==> config.mk <==
export PLATFORM = sky130hd
export DESIGN_NAME = phase_tune_ctrl
export DESIGN_NICKNAME = d
export VERILOG_FILES = /design/src/rtl/phase_tune_pkg.sv /design/src/rtl/phase_tune_window.sv /design/src/rtl/phase_tune_fsm.sv /design/src/rtl/phase_tune_ctrl.sv
export SDC_FILE = /design/constraint.sdc
export NUM_CORES = 1
export LEC_CHECK = 0
export ABC_CLOCK_PERIOD_IN_PS = 1700
export BUFFER_PORTS_ARGS = -buffer_cell sky130_fd_sc_hd__buf_2
export CORE_ASPECT_RATIO = 0.9
export CORE_MARGIN = 2
export CORE_UTILIZATION = 40
export CTS_CLUSTER_SIZE = 28
export DETAILED_ROUTE_END_ITERATION = 10
export PLACE_DENSITY = 0.74
export SKIP_LAST_GASP = 1
export SLEW_MARGIN = 15
export SYNTH_ARGS = -nofsm -noshare
export SYNTH_HDL_FRONTEND = slang
export SYNTH_SLANG_ARGS = --single-unit
==> constraint.sdc <==
create_clock -name clk -period 1.7 [get_ports clk]
set_clock_uncertainty 0.05 [all_clocks]
set_input_delay 0.17 -clock clk [delete_from_list [all_inputs] [get_ports clk]]
set_output_delay 0.17 -clock clk [all_outputs]
set_load 0.005 [all_outputs]
==> src/rtl/phase_tune_pkg.sv <==
package phase_tune_pkg;

  typedef enum logic [2:0] {
    ST_IDLE,
    ST_SET,
    ST_TRIAL,
    ST_JUDGE,
    ST_FINAL,
    ST_RSTD,
    ST_RSTC,
    ST_DONE
  } tune_state_e;

  localparam logic [2:0] MODE_SDR12  = 3'd0;
  localparam logic [2:0] MODE_SDR25  = 3'd1;
  localparam logic [2:0] MODE_SDR50  = 3'd2;
  localparam logic [2:0] MODE_SDR104 = 3'd3;
  localparam logic [2:0] MODE_DDR50  = 3'd4;

endpackage

==> src/rtl/phase_tune_window.sv <==
module phase_tune_window #(
  parameter int CODE_W     = 7,
  parameter int STEP_LOG2  = 2,
  parameter int NUM_TRIALS = 32,
  parameter int LEN_W      = 6
) (
  input  logic              clk,
  input  logic              rst_n,
  input  logic              clr,
  input  logic              upd,
  input  logic              pass,
  input  logic [CODE_W-1:0] code,
  output logic              no_window,
  output logic [CODE_W-1:0] cand_code
);
  localparam int CALC_W = CODE_W + LEN_W + STEP_LOG2;

  logic              prev_q, prev_d;
  logic [CODE_W-1:0] run_start_q, run_start_d;
  logic [LEN_W-1:0]  run_len_q, run_len_d;
  logic [CODE_W-1:0] best_start_q, best_start_d;
  logic [LEN_W-1:0]  best_len_q, best_len_d;
  logic              reg_en;

  assign reg_en = clr | upd;

  // run and best-window update
  always_comb begin
    prev_d       = prev_q;
    run_start_d  = run_start_q;
    run_len_d    = run_len_q;
    best_start_d = best_start_q;
    best_len_d   = best_len_q;
    if (clr) begin
      prev_d       = 1'b0;
      run_start_d  = '0;
      run_len_d    = '0;
      best_start_d = '0;
      best_len_d   = '0;
    end else if (upd) begin
      if (pass) begin
        if (prev_q) begin
          run_len_d = run_len_q + LEN_W'(1);
        end else begin
          run_start_d = code;
          run_len_d   = LEN_W'(1);
        end
      end
      prev_d = pass;
      if (run_len_d > best_len_q) begin
        best_start_d = run_start_d;
        best_len_d   = run_len_d;
      end
    end
  end

  always_ff @(posedge clk or negedge rst_n) begin
    if (!rst_n) begin
      prev_q       <= 1'b0;
      run_start_q  <= '0;
      run_len_q    <= '0;
      best_start_q <= '0;
      best_len_q   <= '0;
    end else if (reg_en) begin
      prev_q       <= prev_d;
      run_start_q  <= run_start_d;
      run_len_q    <= run_len_d;
      best_start_q <= best_start_d;
      best_len_q   <= best_len_d;
    end
  end

  // three-quarter point of the best window
  logic [LEN_W+1:0]  len3;
  logic [LEN_W-1:0]  quarter;
  logic [CALC_W-1:0] cand_wide;

  assign len3      = {2'b00, best_len_q} + {1'b0, best_len_q, 1'b0};
  assign quarter   = len3[LEN_W+1:2];
  assign cand_wide = CALC_W'(best_start_q) + (CALC_W'(quarter) << STEP_LOG2);
  assign cand_code = cand_wide[CODE_W-1:0];
  assign no_window = (best_len_q == '0);

  // the best length never shrinks within a sweep
  a_r5_best_monotonic: assert property (@(posedge clk) disable iff (!rst_n)
    !clr |=> best_len_q >= $past(best_len_q));

  // a run can be no longer than the number of trials
  a_r5_len_bound: assert property (@(posedge clk) disable iff (!rst_n)
    best_len_q <= LEN_W'(NUM_TRIALS));

endmodule

==> src/rtl/phase_tune_fsm.sv <==
module phase_tune_fsm
  import phase_tune_pkg::*;
#(
  parameter int CODE_W    = 7,
  parameter int STEP_LOG2 = 2,
  parameter int CODE_MAX  = 124
) (
  input  logic              clk,
  input  logic              rst_n,
  input  logic              start,
  input  logic              skip,
  input  logic              clk_sel_ok,
  input  logic              dly_ack,
  input  logic              trial_done,
  input  logic              no_window,
  input  logic [CODE_W-1:0] cand_code,
  output logic              dly_req,
  output logic [CODE_W-1:0] dly_code,
  output logic              trial_req,
  output logic [CODE_W-1:0] trk_code,
  output logic              trk_clr,
  output logic              trk_upd,
  output logic              tune_active,
  output logic              sweep_en,
  output logic              force_en,
  output logic              dpath_rst,
  output logic              cpath_rst,
  output logic              done,
  output logic              err,
  output logic [CODE_W-1:0] final_code
);
  localparam logic [CODE_W-1:0] STEP_C = CODE_W'(1 << STEP_LOG2);
  localparam logic [CODE_W-1:0] LAST_C = CODE_W'(CODE_MAX);

  tune_state_e       state_q, state_d;
  logic [CODE_W-1:0] code_q, code_d;
  logic [CODE_W-1:0] fin_q, fin_d;
  logic              err_q, err_d;
  logic              swp_q, swp_d;
  logic              frc_q, frc_d;

  // next-state logic
  always_comb begin
    state_d = state_q;
    code_d  = code_q;
    fin_d   = fin_q;
    err_d   = err_q;
    swp_d   = swp_q;
    frc_d   = frc_q;
    trk_clr = 1'b0;
    trk_upd = 1'b0;
    case (state_q)
      ST_IDLE: begin
        if (start) begin
          err_d = 1'b0;
          if (skip) begin
            state_d = ST_DONE;
          end else begin
            state_d = ST_SET;
            code_d  = '0;
            swp_d   = 1'b1;
            frc_d   = 1'b1;
            trk_clr = 1'b1;
          end
        end
      end
      ST_SET: begin
        if (dly_ack) state_d = ST_TRIAL;
      end
      ST_TRIAL: begin
        if (trial_done) begin
          trk_upd = 1'b1;
          if (code_q == LAST_C) begin
            state_d = ST_JUDGE;
          end else begin
            code_d  = code_q + STEP_C;
            state_d = ST_SET;
          end
        end
      end
      ST_JUDGE: begin
        if (no_window || !clk_sel_ok) begin
          err_d   = 1'b1;
          fin_d   = '0;
          swp_d   = 1'b0;
          frc_d   = 1'b0;
          state_d = ST_RSTD;
        end else begin
          fin_d   = cand_code;
          state_d = ST_FINAL;
        end
      end
      ST_FINAL: begin
        if (dly_ack) state_d = ST_RSTD;
      end
      ST_RSTD: state_d = ST_RSTC;
      ST_RSTC: state_d = ST_DONE;
      ST_DONE: state_d = ST_IDLE;
      default: state_d = ST_IDLE;
    endcase
  end

  // state registers
  always_ff @(posedge clk or negedge rst_n) begin
    if (!rst_n) begin
      state_q <= ST_IDLE;
      code_q  <= '0;
      fin_q   <= '0;
      err_q   <= 1'b0;
      swp_q   <= 1'b0;
      frc_q   <= 1'b0;
    end else begin
      state_q <= state_d;
      code_q  <= code_d;
      fin_q   <= fin_d;
      err_q   <= err_d;
      swp_q   <= swp_d;
      frc_q   <= frc_d;
    end
  end

  assign dly_req     = (state_q == ST_SET) || (state_q == ST_FINAL);
  assign dly_code    = (state_q == ST_FINAL) ? fin_q : code_q;
  assign trial_req   = (state_q == ST_TRIAL);
  assign trk_code    = code_q;
  assign tune_active = (state_q == ST_SET) || (state_q == ST_TRIAL);
  assign dpath_rst   = (state_q == ST_RSTD);
  assign cpath_rst   = (state_q == ST_RSTC);
  assign done        = (state_q == ST_DONE);
  assign err         = err_q;
  assign final_code  = fin_q;
  assign sweep_en    = swp_q;
  assign force_en    = frc_q;

  // a delay request holds its code until acknowledged
  a_r4_dly_hold: assert property (@(posedge clk) disable iff (!rst_n)
    dly_req && !dly_ack |=> dly_req && $stable(dly_code));

  // delay and trial requests never overlap
  a_r4_req_exclusive: assert property (@(posedge clk) disable iff (!rst_n)
    !(dly_req && trial_req));

  // a trial request waits for its response
  a_r12_trial_hold: assert property (@(posedge clk) disable iff (!rst_n)
    trial_req && !trial_done |=> trial_req);

  // command-path reset directly follows data-path reset
  a_r10_rst_order: assert property (@(posedge clk) disable iff (!rst_n)
    dpath_rst |=> cpath_rst);

  // done directly follows the command-path reset
  a_r10_done_after_rst: assert property (@(posedge clk) disable iff (!rst_n)
    cpath_rst |=> done);

  // done is a single-cycle pulse
  a_r11_done_pulse: assert property (@(posedge clk) disable iff (!rst_n)
    done |=> !done);

  // result held while idle
  a_r11_result_hold: assert property (@(posedge clk) disable iff (!rst_n)
    (state_q == ST_IDLE) && !start |=> $stable(final_code) && $stable(err));

  // an error result leaves both enables cleared
  a_r7_fallback: assert property (@(posedge clk) disable iff (!rst_n)
    done && err |-> !sweep_en && !force_en);

endmodule

==> src/rtl/phase_tune_ctrl.sv <==
module phase_tune_ctrl
  import phase_tune_pkg::*;
#(
  parameter int CODE_W    = 7,
  parameter int STEP_LOG2 = 2,
  parameter int CODE_MAX  = 124,
  parameter int CLK_W     = 20,
  parameter int SLOW_KHZ  = 52000,
  parameter int IRQ_N     = 2
) (
  input  logic              clk,
  input  logic              rst_n,
  input  logic              start,
  input  logic [CLK_W-1:0]  op_clk_khz,
  input  logic [2:0]        bus_mode,
  input  logic              sdr50_tune_cap,
  input  logic              clk_sel_ok,
  output logic              dly_req,
  output logic [CODE_W-1:0] dly_code,
  input  logic              dly_ack,
  output logic              trial_req,
  input  logic              trial_done,
  input  logic              trial_pass,
  input  logic [IRQ_N-1:0]  dat_irq_en_i,
  output logic [IRQ_N-1:0]  dat_irq_en_o,
  output logic              tune_active,
  output logic              sweep_en,
  output logic              force_en,
  output logic              dpath_rst,
  output logic              cpath_rst,
  output logic              done,
  output logic              err,
  output logic [CODE_W-1:0] final_code
);
  localparam int NUM_TRIALS = (CODE_MAX >> STEP_LOG2) + 1;
  localparam int LEN_W      = $clog2(NUM_TRIALS + 1);

  // reset synchronizer: asserts at once, releases on the clock
  logic [1:0] rst_sync_q;
  logic       rst_core_n;

  always_ff @(posedge clk or negedge rst_n) begin
    if (!rst_n) rst_sync_q <= 2'b00;
    else        rst_sync_q <= {rst_sync_q[0], 1'b1};
  end
  assign rst_core_n = rst_sync_q[1];

  // skip decision
  logic skip_slow, skip_sdr50, skip;
  assign skip_slow  = (op_clk_khz <= CLK_W'(SLOW_KHZ));
  assign skip_sdr50 = (bus_mode == MODE_SDR50) && !sdr50_tune_cap;
  assign skip       = skip_slow || skip_sdr50;

  logic              trk_clr, trk_upd, no_window;
  logic [CODE_W-1:0] trk_code, cand_code;

  phase_tune_fsm #(
    .CODE_W   (CODE_W),
    .STEP_LOG2(STEP_LOG2),
    .CODE_MAX (CODE_MAX)
  ) fsm_i (
    .clk        (clk),
    .rst_n      (rst_core_n),
    .start      (start),
    .skip       (skip),
    .clk_sel_ok (clk_sel_ok),
    .dly_ack    (dly_ack),
    .trial_done (trial_done),
    .no_window  (no_window),
    .cand_code  (cand_code),
    .dly_req    (dly_req),
    .dly_code   (dly_code),
    .trial_req  (trial_req),
    .trk_code   (trk_code),
    .trk_clr    (trk_clr),
    .trk_upd    (trk_upd),
    .tune_active(tune_active),
    .sweep_en   (sweep_en),
    .force_en   (force_en),
    .dpath_rst  (dpath_rst),
    .cpath_rst  (cpath_rst),
    .done       (done),
    .err        (err),
    .final_code (final_code)
  );

  phase_tune_window #(
    .CODE_W    (CODE_W),
    .STEP_LOG2 (STEP_LOG2),
    .NUM_TRIALS(NUM_TRIALS),
    .LEN_W     (LEN_W)
  ) win_i (
    .clk      (clk),
    .rst_n    (rst_core_n),
    .clr      (trk_clr),
    .upd      (trk_upd),
    .pass     (trial_pass),
    .code     (trk_code),
    .no_window(no_window),
    .cand_code(cand_code)
  );

  // per-bit interrupt masking while sweeping
  for (genvar g = 0; g < IRQ_N; g++) begin : g_irq_mask
    assign dat_irq_en_o[g] = dat_irq_en_i[g] & ~tune_active;
  end

  // no data error interrupt can be enabled while a trial runs
  a_r9_mask_in_trial: assert property (@(posedge clk) disable iff (!rst_core_n)
    trial_req |-> dat_irq_en_o == '0);

  // a skipped start never programs a delay in the next cycle
  a_r2_skip_no_dly: assert property (@(posedge clk) disable iff (!rst_core_n)
    start && skip && !dly_req && !trial_req && !done && !dpath_rst && !cpath_rst
      && !$past(start) |=> !dly_req);

endmodule

# [After elaboration in Yosys (flattened, before gate mapping)]
# Cells that the tools add are included.
[totals] register_bits=48 input_bits=33 out_inout_bits=25 wordCells=101
[classes] n_addsub=4 magnitude_cmp=2 n_eq_ne=16 n_mux=45 bitwise=4 reduce_logical=19
[op_table] op="two-way mux 7 bit" count=13
[op_table] op="two-way mux 6 bit" count=9
[op_table] op="case mux 3 bit (8 select lines)" count=1
[op_table] op="<= comparator 20 x 16 -> 1 bit, second input constant" count=1
[op_table] op="two-way mux 3 bit" count=5
[op_table] op="case mux 7 bit (2 select lines)" count=1
[op_table] op="two-way mux 1 bit" count=13
[op_table] op="equality test 3 bit, second input constant" count=4
[op_table] op="inequality test 2 bit, second input constant" count=5
[op_table] op="equality test 3 x 2 -> 1 bit, second input constant" count=3
[op_table] op="AND reduction 4 bit" count=2
[op_table] op="nonzero test 2 bit" count=4
[op_table] op="adder 6 x 7 -> 7 bit" count=1
[op_table] op="adder 7 x 3 -> 7 bit, second input constant" count=1
[op_table] op="adder 7 bit" count=1
[op_table] op="equality test 7 bit, second input constant" count=1
[op_table] op="adder 6 x 1 -> 6 bit, second input constant" count=1
[op_table] op="greater-than comparator 6 bit" count=1
[op_table] op="zero test 6 bit" count=1
[op_table] op="AND reduction 3 bit" count=2
[op_table] op="AND reduction 5 bit" count=1
[op_table] op="logical OR 1 bit" count=4
[op_table] op="inequality test 2 x 1 -> 1 bit, second input constant" count=2
[op_table] op="case mux 1 bit (2 select lines)" count=2
[op_table] op="other kinds (9)" count=11

# [Longest topological paths before layout]
# Gate-level depths: netlist of run 1.
[depth] word_depth=11 mapped_depth=13 ltp_nobuf=12

# [Hierarchy]
# A second synthesis of run 1 with hierarchy kept.
[hier_totals] hier_cells=343 area_unflattened_um2=3121.7
[by_module_without_submodules] module="phase_tune_window" n_inst=1 cells_each=204 area_each_um2=1883.1 seq_area_each_um2=675.6
[by_module_without_submodules] module="phase_tune_fsm" n_inst=1 cells_each=122 area_each_um2=1086.0 seq_area_each_um2=425.4
[by_module_without_submodules] module="phase_tune_ctrl" n_inst=1 cells_each=17 area_each_um2=152.6 seq_area_each_um2=50.0

# [Least setup slack after synthesis of run 1]
# Ideal clock, no wire load.
[synth_path] path_type="reg2reg" start="reg win_i.best_len_q[1]" end="reg fsm_i.fin_q[6], in the netlist fsm_i.final_code[6]" setup_time_ps=121 arrival_time_ps=2353 required_time_ps=1529 slack_ps=-824 path_stages_with_launch=10 path_buffers=0 synth_period_minus_slack_ps=2524 cell_sequence="dfrtp_1 -> and2_1 -> fa_1 -> ha_1 -> fa_1 -> a21o_1 -> a21oi_1 -> xnor2_1 -> xnor2_1 -> a22o_1"
[synth_via] elab_chain_cells=3 word_cells_on_any_way=5 classes_between="2 x add/sub; 1 x mux; 2 x reduce/logical"
[synth_rtl] element="start: declaration" line="phase_tune_window.sv:22" rtl="logic [LEN_W-1:0] best_len_q, best_len_d;"
[synth_rtl] element="start signal: assignment" line="phase_tune_window.sv:69" rtl="best_len_q <= best_len_d;"
[synth_rtl] element="adder 6 x 7 -> 7 bit or zero test 6 bit (tied branches)" line="phase_tune_window.sv:78, phase_tune_window.sv:82"
[synth_rtl] element="adder 7 bit or logical OR 1 bit (tied branches)" line="phase_tune_window.sv:80, phase_tune_fsm.sv:82"
[synth_rtl] element="two-way mux 7 bit *" line="phase_tune_fsm.sv:82" rtl="if (no_window || !clk_sel_ok) begin"
[synth_rtl] element="end signal: assignment" line="phase_tune_fsm.sv:115" rtl="fin_q <= fin_d;"
[synth_rtl] element="end: declaration" line="phase_tune_fsm.sv:37" rtl="logic [CODE_W-1:0] fin_q, fin_d;"
# Every way passes the cells marked *; elsewhere a longest branch is shown, timed or not.
# A chain may end at the register's enable or synchronous reset.

# [Worst setup path after layout of run 1]
# Same ends and word-level chain as after synthesis.

==> metrics.csv, run 1 <==
stage;metric;value;unit
status;status;finished, violations left;
status;violations;setup timing;
worst_setup_path;cp_slowest_cell;dfrtp_2;
drt;detail_route.vias_per_cell;5.85;
sta;slew_violations;0;
worst_setup_path;crit_chain;and2_4, fa_2, a21o_1, a21oi_2, xnor2_1, ha_1, a21oi_2, xnor2_1, xnor2_1, a22o_1;
clock_tree;numCtsBuffers;5;
drt;detail_route.iter0.violations;349;
logic_synthesis;synth.area.top_cells;dfrtp_1, ha_1, nand2_1, a21oi_1, o21ai_0;
drt;route.detailed.wl_per_inst;20.3;um
clock_tree;clockBufferDepth;2;
floorplanning;core-area;0.00700;mm2
cells_and_area;nNetsFinal;525;
worst_setup_path;crit_fanout;4;
worst_setup_path;r2r-end;fsm_i.final_code[6]$_DFFE_PN0P_;
worst_setup_path;r2r_slack;-840;ps
cells_and_area;drive_above_1_share;0.577;
logic_synthesis;synth_ff_type;dfrtp_1;
logic_synthesis;synth_top_cell_area_share;0.399;
logic_synthesis;synth_edf_count;0;
worst_setup_path;crit_family;compound AO/OA/AOI/OAI gates;
floorplanning;die_h;84.5;um
clock_tree;clkSinkCount;46;
sta;setup_violations;54;
clock_tree;htreeDepth;2;
cells_and_area;area_growth;69.2;%
global_route;grt.total_usage;0.235;
logic_synthesis;yosysWarningCount;0;
logic_synthesis;ys_seq_elements;46;
clock_tree;clk_pin_slew;110;ps
logic_synthesis;synth_area_leader_cell;dfrtp_1;
global_route;grt_pass1_vias;2931;
floorplanning;die_w;93.5;um
global_route;antenna_found_initial;0;
drt;firstDrtPassIters;5;
place;hpwlAfterDp;5550;um
logic_synthesis;synth_most_common_cell;dfrtp_1;
cells_and_area;fill_cells;431;
global_route;gr-total-overflow;0;
place;dp.cells;517;
worst_setup_path;critPathKind;reg2reg;
worst_setup_path;critPathLaunchType;register;
cells_and_area;layout.cells.non_filler;566;
worst_setup_path;setup.worst_path.end_class;register;
sta;fin_crit_sh;1.50;
global_route;grt_max_degree;37;
sta;fin_crit;2540;ps
floorplanning;initial_core_util;0.412;
logic_synthesis;syn_inst;320;
place;numPortBuffers;57;
worst_setup_path;required;1860;ps
logic_synthesis;syn_avg_cell_area;9.01;um2
place;dpl_worst_slack;-802;ps
sta;hold_violations;0;
drt;drt.antenna.violating_nets;0;
drt;drc;0;
worst_setup_path;worst_ep_arrival_time;2700;ps
hold_path;hold_path.class;reg2async;
place;gp_congestion;0.829;
sta;fin_setup_tns;-18740;ps
worst_setup_path;r2r-start;win_i.best_len_q[1]$_DFFE_PN0P_;
drt;routed_wl;11500;um
sta;fmax;0.393;GHz
sta;rsz0062_at_grt;true;
power;power.density;1540;mW/mm2
worst_setup_path;rr_worst_depth;10;
worst_setup_path;slowest_delay;450;ps
global_route;grt_pass1_wl;14600;um
logic_synthesis;ys_seq_area_frac;0.399;
floorplanning;rows;29;
logic_synthesis;synth_nets;373;
clock_tree;clk_latency;330;ps
floorplanning;die-area;0.00790;mm2
worst_setup_path;critical_path_buf_inv_count;0;
logic_synthesis;ys_async_sr_fraction;1.00;
sta;layout_setup_ws;-842;ps
clock_tree;cts_root_buf;clkbuf_8;
cells_and_area;antenna_cells;0;
power;power;7.52;mW
floorplanning;ios;58;
worst_setup_path;crit_path_frequent_cell;xnor2_1;
logic_synthesis;netlist_area;0.00288;mm2
job;maxCapViolCount;0;
logic_synthesis;ys_types;52;
clock_tree;cts_tree;built;
power;leakage;2.22;nW
logic_synthesis;synthTopCellsByCount;dfrtp_1, nand2_1, nor2_1;
power;ir_worst_vdd;0.000635;V
drt;num_vias;3310;
==> registers in the layout (all words and copies together) (netlist names) <==
register,cells
fsm_i.trk_code,5
fsm_i.state_q,3
win_i.best_len_q,6
fsm_i.sweep_en,1
win_i.prev_q,1
fsm_i.final_code,7
rst_sync_q,2
win_i.run_start_q,7
win_i.run_len_q,6
fsm_i.err,1
win_i.best_start_q,7
==> cell type report <==
class                           count  area, um2  area share
Clock buffer                        5       68.8      0.0141
Clock inverter                      3       23.8     0.00487
Inverter                           16       62.6      0.0128
Multi-Input combinational cell    244       2170       0.445
Sequential cell                    46       1160       0.237
Tap cell                           93        116      0.0239
Timing Repair Buffer              159       1280       0.262
==> worst reg2reg max path, stage by stage, from the launching register on <==
cell and delay (ps):
dfrtp_2 450, and2_4 180, fa_2 370, a21o_1 200
a21oi_2 150, xnor2_1 140, ha_1 280, a21oi_2 170
xnor2_1 160, xnor2_1 100, a22o_1 180
==> cells by family after synthesis <==
kind of cell	after synthesis	synth area share
other	1	0.00130
xor gates and xnor gates	11	0.0334
adders and majority gates	20	0.0920
DFF	46	0.399
AOI/OAI and AO/OA	79	0.178
and+or+nand+nor	122	0.209
muxes	10	0.0356
buffers and inverters	31	0.0516
==> where the power goes <==
| group | internal [mW] | switching [mW] | leakage [nW] |
|---|---|---|---|
| clock network | 0.296 | 0.461 | 0.0408 |
| logic | 2.55 | 2.41 | 1.57 |
| registers | 1.44 | 0.365 | 0.605 |
| total | 4.28 | 3.24 | 2.22 |
==> repair_timing <==
item / 4_1_cts / 5_1_grt
pin swaps: 23 / 37
cloned: 2 / 3
hold buffers: 1 / 0
hold endpoints to repair: 2 / 0
endpoints found under the setup margin: 48 / 55
buffers inserted: 21 / 18
resized for setup: 63 / 85
==> metrics by stage <==
step,utilization,hold WS [ps],instance area [um2]
CTS,0.619,84.5,4340
floorplan,-,-176,3030
detailed placement,0.545,-94.2,3820
global placement,0.545,-94.6,3820
finish,0.697,77.2,4880
global route,0.697,101,4880
==> metal layers <==
| metal | up-vias | track usage | part of all wire |
|---|---|---|---|
| met1 | 1598 | 0.301 | 0.36 |
| li1 | 1424 | - | - |
| met5 | - | 0 | 0 |
| met4 | 0 | 0.111 | 0.062 |
| met2 | 216 | 0.388 | 0.50 |
| met3 | 72 | 0.0386 | 0.077 |
==> cell usage in the layout (no fill, tap or decap), types with 6 or more instances in the layout <==
| cell | instances |
|---|---|
| a211oi_2 | 6 |
| a21oi_2 | 14 |
| buf_2 | 50 |
| buf_4 | 71 |
| buf_6 | 28 |
| dfrtp_1 | 41 |
| ha_1 | 12 |
| inv_1 | 13 |
| nand2_1 | 30 |
| nand2_2 | 7 |
| nand3_1 | 8 |
| nand3_2 | 6 |
| nor2_1 | 21 |
| nor2b_1 | 6 |
| o21ai_0 | 10 |
| o21ai_1 | 6 |
| xnor2_1 | 6 |
==> worst max path at each step <==
stage	startpoint	endpoint	slack (ps)	depth (start not counted)
floorplan	win_i.best_len_q[1]$_DFFE_PN0P_	fsm_i.final_code[6]$_DFFE_PN0P_	-700	9
global placement	win_i.best_len_q[1]$_DFFE_PN0P_	fsm_i.final_code[6]$_DFFE_PN0P_	-720	9
detailed placement	win_i.best_len_q[1]$_DFFE_PN0P_	fsm_i.final_code[6]$_DFFE_PN0P_	-800	9
CTS	win_i.best_len_q[1]$_DFFE_PN0P_	fsm_i.final_code[6]$_DFFE_PN0P_	-780	9
global route	win_i.run_len_q[0]$_DFFE_PN0P_	win_i.best_start_q[4]$_DFFE_PN0P_	-940	10
finish	win_i.best_len_q[1]$_DFFE_PN0P_	fsm_i.final_code[6]$_DFFE_PN0P_	-840	10
Note: power is estimated with default switching activity, not from simulation.
==> inputs of run 2 (changes only) <==
--- a/config.mk
+++ b/config.mk
@@ -5,6 +5,7 @@
 export SDC_FILE = /design/constraint.sdc
 export NUM_CORES = 1
 export LEC_CHECK = 0
+export ABC_AREA = 1
 export ABC_CLOCK_PERIOD_IN_PS = 1700
 export BUFFER_PORTS_ARGS = -buffer_cell sky130_fd_sc_hd__buf_2
 export CORE_ASPECT_RATIO = 0.9
@@ -12,7 +13,7 @@
 export CORE_UTILIZATION = 40
 export CTS_CLUSTER_SIZE = 28
 export DETAILED_ROUTE_END_ITERATION = 10
-export PLACE_DENSITY = 0.74
+export PLACE_DENSITY = 0.73
 export SKIP_LAST_GASP = 1
 export SLEW_MARGIN = 15
 export SYNTH_ARGS = -nofsm -noshare
==> metrics.csv, run 2 <==
stage;metric;value;unit
floorplanning;rows;29;
drt;routed.top_layer;met4;
logic_synthesis;syn_inst;401;
worst_setup_path;crit_fanout;4;
floorplanning;core-area;0.00711;mm2
floorplanning;die_w;94.8;um
clock_tree;clockBufferDepth;2;
logic_synthesis;synth_edf_count;0;
worst_setup_path;setup.worst_path.end_class;register;
worst_setup_path;required;1850;ps
clock_tree;clk_latency;300;ps
power;combPwrFrac;0.489;
cells_and_area;antenna_cells;0;
status;violations;setup timing;
power;ir_worst_vdd;0.000453;V
drt;dr_wl_met2;3950;um
floorplanning;die_h;85.7;um
floorplanning;ios;58;
global_route;grt_pass1_vias;2997;
job;maxCapViolCount;0;
floorplanning;initial_core_util;0.417;
worst_setup_path;crit_family;adder cells;
cells_and_area;layout_commonest_cell;nand2_1;
sta;hold_violations;0;
logic_synthesis;ys_seq_elements;46;
place;dpl_worst_slack;-614;ps
worst_setup_path;cp_slowest_cell;dfrtp_2;
global_route;gr-total-overflow;0;
power;pwr-share-seq;0.340;
sta;rsz0062_at_grt;true;
clock_tree;cts_tree;built;
drt;firstDrtPassIters;6;
logic_synthesis;synth_nets;454;
cells_and_area;layout.cells.non_filler;602;
sta;relSlewSlack;0.612;
power;clkPwrFrac;0.170;
sta;fin_crit_sh;1.33;
logic_synthesis;synth.area.top_cells;dfrtp_1, nand2_1, nand3_1, ha_1, nor2_1;
status;status;finished, violations left;
power;power.density;997;mW/mm2
hold_path;hold_path.class;in2reg;
cells_and_area;nNetsFinal;561;
drt;num_vias;3039;
clock_tree;htreeDepth;2;
worst_setup_path;critical_path_buf_inv_count;1;
sta;fin_crit;2270;ps
drt;detail_route.iter0.violations;174;
place;gp_congestion;0.843;
global_route;antenna_found_initial;0;
worst_setup_path;critPathKind;reg2reg;
drt;routed_wl;7990;um
power;sw_frac_of_total;0.416;
worst_setup_path;critPathLaunchType;register;
drt;detail_route.vias_per_cell;5.05;
power;p_int;2.42;mW
global_route;grt.total_usage;0.201;
logic_synthesis;synth_ff_type;dfrtp_1;
drt;drc;0;
place;dp.cells;583;
power;p_sw;1.73;mW
cells_and_area;layout_common_cells;nand2_1, buf_2, buf_4;
cells_and_area;area_growth;40.0;%
logic_synthesis;yosysWarningCount;0;
logic_synthesis;synthTopCellsByCount;nand2_1, nand3_1, dfrtp_1;
worst_setup_path;crit_chain;nand2_2, inv_2, fa_2, nand3_2, nand2_2, xor2_1, ha_1, a21oi_2, a21o_1, nand2_1, xnor2_1, nand2_1, nand2_1;
drt;wl_met1;3550;um
sta;hold_ws;27.8;ps
sta;setup_violations;17;
cells_and_area;drive_above_1_share;0.379;
sta;fmax;0.441;GHz
logic_synthesis;ys_seq_area_frac;0.388;
logic_synthesis;synth_top_cell_area_share;0.388;
logic_synthesis;synth_area_leader_cell;dfrtp_1;
floorplanning;die-area;0.00813;mm2
clock_tree;clk_pin_slew;90;ps
clock_tree;numCtsBuffers;5;
global_route;grt_pass1_wl;13300;um
clock_tree;clkSinkCount;46;
drt;drt.antenna.violating_nets;0;
worst_setup_path;slowest_delay;450;ps
place;numPortBuffers;57;
logic_synthesis;netlist_area;0.00297;mm2
worst_setup_path;crit_path_frequent_cell;nand2_1;
clock_tree;cts_root_buf;clkbuf_8;
logic_synthesis;ys_async_sr_fraction;1.00;
drt;wl_met3;320;um
worst_setup_path;worst_ep_arrival_time;2410;ps
logic_synthesis;synth_most_common_cell;nand2_1;
place;hpwlAfterDp;5600;um
global_route;grt_max_degree;47;
sta;tightest_slew;582;ps
drt;route.detailed.wl_per_inst;13.3;um
power;leakage;2.22;nW
logic_synthesis;syn_avg_cell_area;7.40;um2
logic_synthesis;ys_types;35;
sta;fin_setup_tns;-8550;ps
sta;slew_violations;0;
sta;layout_setup_ws;-569;ps
[run 2: cell count changes after synthesis, sizes merged, moves of 9 or more]
cell	delta
a211oi	-9
nand3	+50
nand2	+64
inv	+25
nor2	+19
[run 2: per-layer routing]
layer	up-vias	global-route usage
met1	1429	0.273
li1	1518	-
met5	-	0
met3	18	0.0264
met4	0	0.0646
met2	74	0.334
[run 2: timing repair]
item,4_1_cts,5_1_grt
pin swaps,12,14
setup endpoints to repair,26,50
hold buffers,1,0
gates resized for setup,28,34
gates cloned,1,0
endpoints found under the hold margin,2,0
setup buffers,4,5
[run 2: logic make-up after synthesis]
| logic type | count (synthesis) | share of synthesized area |
|---|---|---|
| simple gates | 230 | 0.345 |
| compound gates | 41 | 0.0729 |
| flops | 46 | 0.388 |
| fa+ha+maj | 20 | 0.0894 |
| buf+inv | 55 | 0.0797 |
| xor+xnor | 8 | 0.0236 |
| other cells | 1 | 0.00126 |
[run 2: cell type report]
| class | count | area (um2) |
|---|---|---|
| fillers | 626 | 2960 |
| multi-input cells | 300 | 1890 |
| flip-flops and latches | 46 | 1150 |
| repair buffers | 113 | 737 |
| inverters | 42 | 166 |
| well taps | 93 | 116 |
| clock buffers | 7 | 86.3 |
| clock inverters | 1 | 5.00 |
[run 2: power by group through the flow]
stage / registers (mW) / logic, mW / clock network (mW)
floorplan: 1.41 / 1.12 / 0
global placement: 1.40 / 1.71 / 0
detailed placement: 1.41 / 1.76 / 0
CTS: 1.40 / 1.88 / 0.705
global route: 1.43 / 2.25 / 0.749
finish: 1.41 / 2.03 / 0.706
[run 2: worst register-to-register path: stages, from the launching register on]
cell and delay [ps]:
dfrtp_2 450, nand2_2 110, inv_2 40, fa_2 360
nand3_2 80, nand2_2 50, xor2_1 140, ha_1 330
a21oi_2 160, a21o_1 120, nand2_1 50, xnor2_1 120
nand2_1 60, nand2_1 40
[run 2: metrics by stage]
stage / utilization / power (mW) / instance area [um2]
detailed placement: 0.525 / 3.17 / 3730
global route: 0.584 / 4.43 / 4150
floorplan: - / 2.53 / 3070
finish: 0.584 / 4.14 / 4150
CTS: 0.558 / 3.98 / 3970
global placement: 0.525 / 3.12 / 3730
[run 2: final timing paths]
check	from	endpoint	slack (ps)	depth (start not counted)
max	win_i.best_len_q[1]$_DFFE_PN0P_	fsm_i.final_code[6]$_DFFE_PN0P_	-570	13
min	dly_ack	fsm_i.state_q[0]$_DFFE_PN0P_	30	2
max reg2reg	win_i.best_len_q[1]$_DFFE_PN0P_	fsm_i.final_code[6]$_DFFE_PN0P_	-570	13
min reg2reg	rst_sync_q[1]$_DFF_PN0_	fsm_i.err$_DFFE_PN0P_	290	1
max in group asynchronous	rst_sync_q[1]$_DFF_PN0_	win_i.best_len_q[1]$_DFFE_PN0P_	890	1
min in group asynchronous	rst_n	rst_sync_q[1]$_DFF_PN0_	120	2
==> inputs of run 3 (changes only) <==
--- a/config.mk
+++ b/config.mk
@@ -13,7 +13,9 @@
 export CORE_UTILIZATION = 40
 export CTS_CLUSTER_SIZE = 28
 export DETAILED_ROUTE_END_ITERATION = 10
+export GPL_TIMING_DRIVEN = 0
 export PLACE_DENSITY = 0.73
+export SETUP_SLACK_MARGIN = 0.1
 export SKIP_LAST_GASP = 1
 export SLEW_MARGIN = 15
 export SYNTH_ARGS = -nofsm -noshare
==> metrics.csv, run 3 (synthesis gave the netlist of run 2 again) <==
stage;metric;value;unit
worst_setup_path;critPathKind;reg2reg;
cells_and_area;design_area;0.00442;mm2
global_route;grt_pass1_wl;13600;um
sta;fin_crit_sh;1.37;
drt;firstDrtPassIters;5;
place;gp_congestion;0.853;
drt;routed_wl;9420;um
global_route;antenna_found_initial;0;
worst_setup_path;rr_worst_depth;12;
clock_tree;clockBufferDepth;2;
clock_tree;clk_latency;310;ps
floorplanning;core-area;0.00711;mm2
cells_and_area;final_util;0.621;
job;maxCapViolCount;0;
drt;drc;0;
drt;detail_route.vias_per_cell;5.36;
worst_setup_path;critPathLaunchType;register;
worst_setup_path;r2r-start;win_i.best_len_q[3]$_DFFE_PN0P_;
place;hpwlAfterDp;5580;um
sta;setup_violations;33;
global_route;grt.total_usage;0.209;
global_route;gr-total-overflow;0;
floorplanning;die-area;0.00813;mm2
cells_and_area;area_growth;48.8;%
floorplanning;die_h;85.7;um
status;violations;setup timing;
worst_setup_path;r2r_slack;-620;ps
place;numPortBuffers;56;
sta;relSlewSlack;0.620;
sta;fmax;0.430;GHz
power;ir_worst_vdd;0.000556;V
drt;route.detailed.wl_per_inst;15.5;um
worst_setup_path;endpoint;fsm_i.final_code[6]$_DFFE_PN0P_;
sta;tightest_slew;564;ps
cells_and_area;drive_above_1_share;0.437;
clock_tree;htreeDepth;2;
hold_path;hold_path.class;reg2async;
drt;drt.antenna.violating_nets;0;
clock_tree;numCtsBuffers;5;
floorplanning;ios;58;
floorplanning;die_w;94.8;um
clock_tree;clk_pin_slew;100;ps
power;leakage;2.30;nW
floorplanning;rows;29;
drt;num_vias;3250;
power;power.density;1140;mW/mm2
worst_setup_path;required;1910;ps
floorplanning;initial_core_util;0.417;
clock_tree;cts_root_buf;clkbuf_8;
cells_and_area;layout_commonest_cell;nand2_1;
cells_and_area;antenna_cells;0;
worst_setup_path;r2r-end;fsm_i.final_code[6]$_DFFE_PN0P_;
clock_tree;cts_tree;built;
place;placed_area;0.00349;mm2
worst_setup_path;crit_fanout;4;
worst_setup_path;crit_start;win_i.best_len_q[3]$_DFFE_PN0P_;
sta;fin_crit;2320;ps
worst_setup_path;setup.worst_path.end_class;register;
sta;hold_violations;0;
cells_and_area;layout_common_cells;nand2_1, buf_2, dfrtp_1;
cells_and_area;layout.cells.non_filler;606;
drt;detail_route.iter0.violations;308;
worst_setup_path;worst_ep_arrival_time;2530;ps
place;dp.cells;551;
status;status;finished, violations left;
sta;rsz0062_at_grt;true;
cells_and_area;nNetsFinal;565;
global_route;grt_max_degree;34;
sta;layout_setup_ws;-625;ps
global_route;grt_pass1_vias;2970;
clock_tree;clkSinkCount;46;
sta;slew_violations;0;
-- run 3: cell count changes in the layout (fill, tap and decap cells not counted), sizes merged --
cell,change
clkbuf,+1
clkinvlp,+1
dlygate4sd3,+1
inv,+1
-- run 3: layout make-up --
cell class | instances | area, um2
flip-flops and latches | 46 | 1160
inverters | 42 | 164
clock buffers | 5 | 68.8
multi-input cells | 300 | 2010
fillers | 556 | 2700
clock inverters | 3 | 25.0
plain buffers | 13 | 150
well taps | 93 | 116
repair buffers | 104 | 723
-- run 3: worst min path at each step --
stage	start	end	slack (ps)
5_1_grt	rst_sync_q[1]$_DFF_PN0_	fsm_i.err$_DFFE_PN0P_	130
3_3_place_gp	rst_n	rst_sync_q[0]$_DFF_PN0_	-90
6_report	rst_sync_q[1]$_DFF_PN0_	fsm_i.err$_DFFE_PN0P_	100
4_1_cts	rst_sync_q[1]$_DFF_PN0_	fsm_i.sweep_en$_DFFE_PN0P_	110
3_5_place_dp	rst_n	rst_sync_q[0]$_DFF_PN0_	-90
2_1_floorplan	rst_n	rst_sync_q[0]$_DFF_PN0_	-180
-- run 3: where the power goes --
part	leakage, nW	total [mW]	internal (mW)	switching [mW]
logic	1.64	2.92	1.30	1.62
clock network	0.0447	0.713	0.298	0.415
registers	0.616	1.41	1.26	0.154
-- run 3: repair_timing --
item | 4_1_cts | 5_1_grt
endpoints found under the hold margin | 3 | 0
setup buffers | 25 | 16
cloned | 3 | 1
setup endpoints to repair | 52 | 54
hold buffers | 2 | 0
pin swaps | 26 | 40
gates resized for setup | 45 | 84
-- run 3: layer usage --
layer / global-route usage / share of wire
met4: 0.0527 / 0.033
met1: 0.280 / 0.41
met5: 0 / 0
met3: 0.0264 / 0.050
met2: 0.358 / 0.50
-- run 3: worst max-delay path, cell delays in order, from the launching register on --
cell and delay [ps]:
dfrtp_1 460, inv_2 90, ha_4 250, a21oi_1 200
o21ai_2 100, xor2_1 150, ha_1 350, nand3_1 120
a21o_1 180, nand2_1 90, xnor2_2 130, nand2_1 70
nand2_1 50
-- run 3: through the flow --
step | total power, mW | worst slack, ps | TNS, ps | hold WS (ps)
floorplan | 2.54 | -478 | -6330 | -176
global placement | 3.01 | -680 | -24230 | -92.5
detailed placement | 3.05 | -714 | -14300 | -87.7
CTS | 4.28 | -619 | -9860 | 110
global route | 5.29 | -781 | -13970 | 126
finish | 5.04 | -625 | -10610 | 101
